===== config.mk =====
export PLATFORM = sky130hd
export DESIGN_NAME = stack_hint_unit
export DESIGN_NICKNAME = d
export VERILOG_FILES = /design/src/rtl/stack_hint_pkg.sv /design/src/rtl/shc_region_match.sv /design/src/rtl/shc_vote.sv /design/src/rtl/stack_hint_unit.sv
export SDC_FILE = /design/constraint.sdc
export NUM_CORES = 1
export LEC_CHECK = 0
export CAP_MARGIN = 20
export CORE_AREA = 2 2 101 103
export DETAILED_ROUTE_END_ITERATION = 16
export DIE_AREA = 0 0 103 105
export GPL_TIMING_DRIVEN = 0
export SLEW_MARGIN = 20
export SYNTH_ARGS = -nofsm -noshare
export SYNTH_HDL_FRONTEND = slang
export SYNTH_HIERARCHICAL = 1
export SYNTH_SLANG_ARGS = --single-unit
export TNS_END_PERCENT = 10

===== constraint.sdc =====
create_clock -name clk_i -period 0.8 [get_ports clk_i]
set_input_delay 0.16 -clock clk_i [delete_from_list [all_inputs] [get_ports clk_i]]
set_output_delay 0.16 -clock clk_i [all_outputs]
set_load 0.05 [all_outputs]

===== src/rtl/stack_hint_pkg.sv =====
package stack_hint_pkg;
  localparam int unsigned NUM_COMP = 3;
  typedef enum logic [1:0] {
    COMP_BASE  = 2'd0,
    COMP_INDEX = 2'd1,
    COMP_DISP  = 2'd2
  } comp_e;
endpackage


===== src/rtl/shc_region_match.sv =====
module shc_region_match #(
  parameter int unsigned ADDR_W      = 64,
  parameter int unsigned REGION_BITS = 23
) (
  input  logic [ADDR_W-1:0] comp_i,
  input  logic [ADDR_W-1:0] sp_i,
  output logic              match_o
);
  localparam int unsigned HI_W = ADDR_W - REGION_BITS;

  logic [HI_W-1:0] comp_hi, sp_hi;
  assign comp_hi = comp_i[ADDR_W-1:REGION_BITS];
  assign sp_hi   = sp_i[ADDR_W-1:REGION_BITS];
  assign match_o = (comp_hi == sp_hi);

  initial begin
    AST_REGION_PARAM: assert (REGION_BITS > 0 && REGION_BITS < ADDR_W);
  end
endmodule


===== src/rtl/shc_vote.sv =====
module shc_vote #(
  parameter int unsigned N = 3
) (
  input  logic [N-1:0] match_i,
  input  logic [N-1:0] present_i,
  input  logic         sys_mode_i,
  output logic         hit_o
);
  assign hit_o = ~sys_mode_i & (|(match_i & present_i));

  always_comb begin
    AST_VOTE_SYS: assert (!(sys_mode_i && hit_o));
    AST_VOTE_ABSENT: assert (!(hit_o && ((match_i & present_i) == '0)));
  end
endmodule


===== src/rtl/stack_hint_unit.sv =====
module stack_hint_unit
  import stack_hint_pkg::*;
#(
  parameter int unsigned ADDR_W      = 64,
  parameter int unsigned REGION_BITS = 23
) (
  input  logic              clk_i,
  input  logic              rst_ni,
  input  logic              valid_i,
  input  logic [ADDR_W-1:0] base_i,
  input  logic              base_en_i,
  input  logic [ADDR_W-1:0] index_i,
  input  logic              index_en_i,
  input  logic [ADDR_W-1:0] disp_i,
  input  logic [ADDR_W-1:0] sp_i,
  input  logic              sys_mode_i,
  output logic              valid_o,
  output logic              stack_o
);
  logic [NUM_COMP-1:0][ADDR_W-1:0] comp;
  logic [NUM_COMP-1:0]             present;
  logic [NUM_COMP-1:0]             match;
  logic                            hit;

  assign comp[COMP_BASE]     = base_i;
  assign comp[COMP_INDEX]    = index_i;
  assign comp[COMP_DISP]     = disp_i;
  assign present[COMP_BASE]  = base_en_i;
  assign present[COMP_INDEX] = index_en_i;
  assign present[COMP_DISP]  = |disp_i; // zero displacement = absent

  for (genvar g = 0; g < NUM_COMP; g++) begin : g_cmp
    shc_region_match #(
      .ADDR_W(ADDR_W),
      .REGION_BITS(REGION_BITS)
    ) u_match (
      .comp_i (comp[g]),
      .sp_i   (sp_i),
      .match_o(match[g])
    );
  end

  shc_vote #(.N(NUM_COMP)) u_vote (
    .match_i   (match),
    .present_i (present),
    .sys_mode_i(sys_mode_i),
    .hit_o     (hit)
  );

  logic valid_q, stack_q;
  always_ff @(posedge clk_i or negedge rst_ni) begin
    if (!rst_ni) begin
      valid_q <= 1'b0;
      stack_q <= 1'b0;
    end else begin
      valid_q <= valid_i;
      stack_q <= valid_i & hit;
    end
  end

  assign valid_o = valid_q;
  assign stack_o = stack_q;

  AST_VALID_FOLLOWS: assert property (@(posedge clk_i) disable iff (!rst_ni)
    valid_i |=> valid_o);
  AST_NO_REQ_NO_OUT: assert property (@(posedge clk_i) disable iff (!rst_ni)
    !valid_i |=> (!valid_o && !stack_o));
  AST_SYS_FORCES_LOW: assert property (@(posedge clk_i) disable iff (!rst_ni)
    (valid_i && sys_mode_i) |=> !stack_o);
  AST_BASE_HIT: assert property (@(posedge clk_i) disable iff (!rst_ni)
    (valid_i && !sys_mode_i && base_en_i &&
     base_i[ADDR_W-1:REGION_BITS] == sp_i[ADDR_W-1:REGION_BITS]) |=> stack_o);
  AST_IDLE_FLAG_LOW: assert property (@(posedge clk_i) disable iff (!rst_ni)
    !valid_o |-> !stack_o);
endmodule


==> flow_metrics.py <==
metrics = {
    "worst_setup_path": {
        "endpoint_kind": "flip-flop",
        "critical_path_class": "in -> reg",
        "startpoint_type": "input pin",
        "cp.required_ns": 0.95,
        "crit_fanout": 3,
        "cp_data_arrival_time_ns": 2.00,
    },
    "global_route": {
        "grt_start_max_net_pins": 4,
        "grt_antenna_before_repair": 0,
        "grt_usage_pct": 14.1,
        "overflow": 0,
        "grt_pass1_wl_mm": 11.6,
        "grt_pass1_vias": 2350,
    },
    "place": {
        "place_area_mm2": 0.00367,
        "gp_congestion": 0.722,
        "dp_cells": 521,
        "dp_hpwl_mm": 7.72,
        "pre_cts_ws_ns": -2.00,
        "io_buffers": 194,
    },
    "power_and_ir_drop": {
        "power_switching_share_pct": 32.8,
        "switchingPower_mw": 0.718,
        "ir_drop_mv": 0.478,
        "seq_power_share_pct": 4.8,
        "p_per_area_mw_per_mm2": 572,
        "clkPwrFrac_pct": 18.2,
        "p_comb_share_pct": 77.0,
        "leakagePower_nw": 1.46,
        "p_int_mw": 1.47,
    },
    "worst_hold_path": {
        "hp-class": "in -> async",
    },
    "die": {
        "die_h_um": 105,
        "start_util_pct": 16.2,
        "die_area_mm2": 0.0108,
        "die_w_um": 103,
        "core_mm2": 0.00964,
        "io_pins": 264,
        "rows": 36,
    },
    "timing": {
        "fin_crit_sh_pct": 231,
        "hold_violations": 0,
        "final-setup-viol-count": 3,
        "fmax_mhz": 540,
        "relSlewSlack_pct": 72.1,
        "drv_slew": 0,
        "setup_ws_ns": -1.05,
        "worstMarginPinSlew_ns": 0.415,
        "min_period_ns": 1.85,
        "rsz0062_at_grt": "true",
    },
    "synthesis": {
        "syn_area_mm2": 0.00156,
        "synth.avg_cell_area_um2": 8.06,
        "seq_area_frac_synth_pct": 3.20,
        "syn_inst": 194,
        "syn-num-nets": 456,
        "yosys_warnings": 6,
        "yosysUniqueCellTypes": 12,
        "ys_ff_latch": 2,
    },
    "clock_network": {
        "cts_buffers": 3,
        "cts_buffer_depth": 2,
        "clkTransAtPathRegs_ns": 0.03,
        "hold_buffers": 0,
        "clock-root-buffer": "clkbuf_8",
        "cts.htree.levels": 1,
        "cts_tree": "done",
        "cts.sinks": 2,
    },
    "run_status": {
        "outcome": "complete, but fails checks",
        "violations": "negative setup slack",
    },
    "final_layout": {
        "syn2layout_area_growth_pct": 145,
        "final_area_mm2": 0.00383,
        "diodes": 0,
        "final_common_cell": "clkdlybuf4s50_1",
        "fin_util_pct": 39.7,
        "final_nets": 657,
        "drive_gt1_share_pct": 12.0,
        "final_cell_count_no_fill": 526,
        "final_cell_mix": "128 x clkdlybuf4s50_1, 123 x xor2_1, 27 x dlygate4sd2_1, 26 x nor4_1, 18 x clkdlybuf4s15_1",
    },
    "flow_run": {
        "max-cap-violations": 0,
    },
    "drt": {
        "wl_per_cell_um": 15.8,
        "dr.pass1.iters": 4,
        "wirelength_mm": 8.29,
        "vias": 2201,
        "drc": 0,
        "ant_nets": 0,
        "drtIter0Drc": 51,
        "via_per_inst": 4.18,
    },
}
==> synth_stat cells <==
master	count	area share, %
xor2_1	123	69
nor4_1	42	17
nand4_1	10	4.0
nor2_1	4	0.96
nand3_1	3	0.96
nor3_1	3	0.96
nor3_2	3	1.9
dfrtp_1	2	3.2
a222oi_1	1	0.64
and2_1	1	0.40
nor4_2	1	0.80
or4_1	1	0.48
==> power by group through the flow <==
stage,logic (mW),clock network [mW],registers (mW)
after global routing,1.82,0.413,0.105
after floorplan,0.457,0,0.116
final,1.69,0.400,0.105
after detailed placement,1.72,0,0.106
after CTS,1.69,0.408,0.105
after global placement,1.71,0,0.106
==> what timing repair did <==
item                                    4_1_cts  5_1_grt
pin swaps                                    24       13
resized for setup                           140       20
setup buffers                                 1        1
endpoints found under the setup margin        3        3
==> state kept, by name, summed over array words and instances (netlist names) <==
signal	flops
stack_o	1
valid_o	1
==> path summary, 6_finish.rpt <==
| check | to | slack [ns] | startpoint | cells after the start |
|---|---|---|---|---|
| max in group asynchronous | stack_o | 0.57 | rst_ni | 1 |
| max | stack_o | -1.05 | sp_i[24] | 8 |
| min in group clk_i | valid_o | 0.42 | valid_i | 1 |
| min | valid_o | 0.11 | rst_ni | 1 |
==> metal layers <==
metal  vias to the layer above  part of all wire [%]  GRT usage (%)
li1                       1105                     -              -
met1                       969                    40           16.0
met2                       123                    49           26.3
met3                         4                    11           3.88
met4                         0                  0.42           1.69
met5                         -                     0              0
==> worst max-delay path, stage by stage <==
cell and delay [ns]:
clkdlybuf4s50_1 0.50, xor2_1 0.20, nor4_1 0.42, nand4_1 0.19, nor3_2 0.18, a222oi_1 0.11
nor2_1 0.11, and2_1 0.12
==> kinds of logic (layout without fill, tap and decap cells) <==
group           count (synthesis)  in the layout  synth area share (%)
simple gates                   68             68                  27.3
compound gates                  1              1                 0.640
buf+inv                         0            199                     0
xor+xnor                      123            123                  68.9
flops                           2              2                  3.20
==> cell type report <==
type	instances	area, µm²
clock buffers	3	41.3
fillers	1039	5810
repair buffers	196	1920
multi-input cells	192	1650
well taps	133	166
flip-flops and latches	2	50.0
==> per-stage QoR <==
stage / setup TNS [ns] / hold slack, ns / total power [mW]
floorplan: -0.779 / -0.136 / 0.573
global placement: -2.83 / 0.330 / 1.81
detailed placement: -2.92 / 0.330 / 1.82
CTS: -1.63 / 0.112 / 2.20
global route: -1.72 / 0.119 / 2.34
finish: -1.54 / 0.113 / 2.19
No activity file was read; power rests on OpenSTA's default activity.
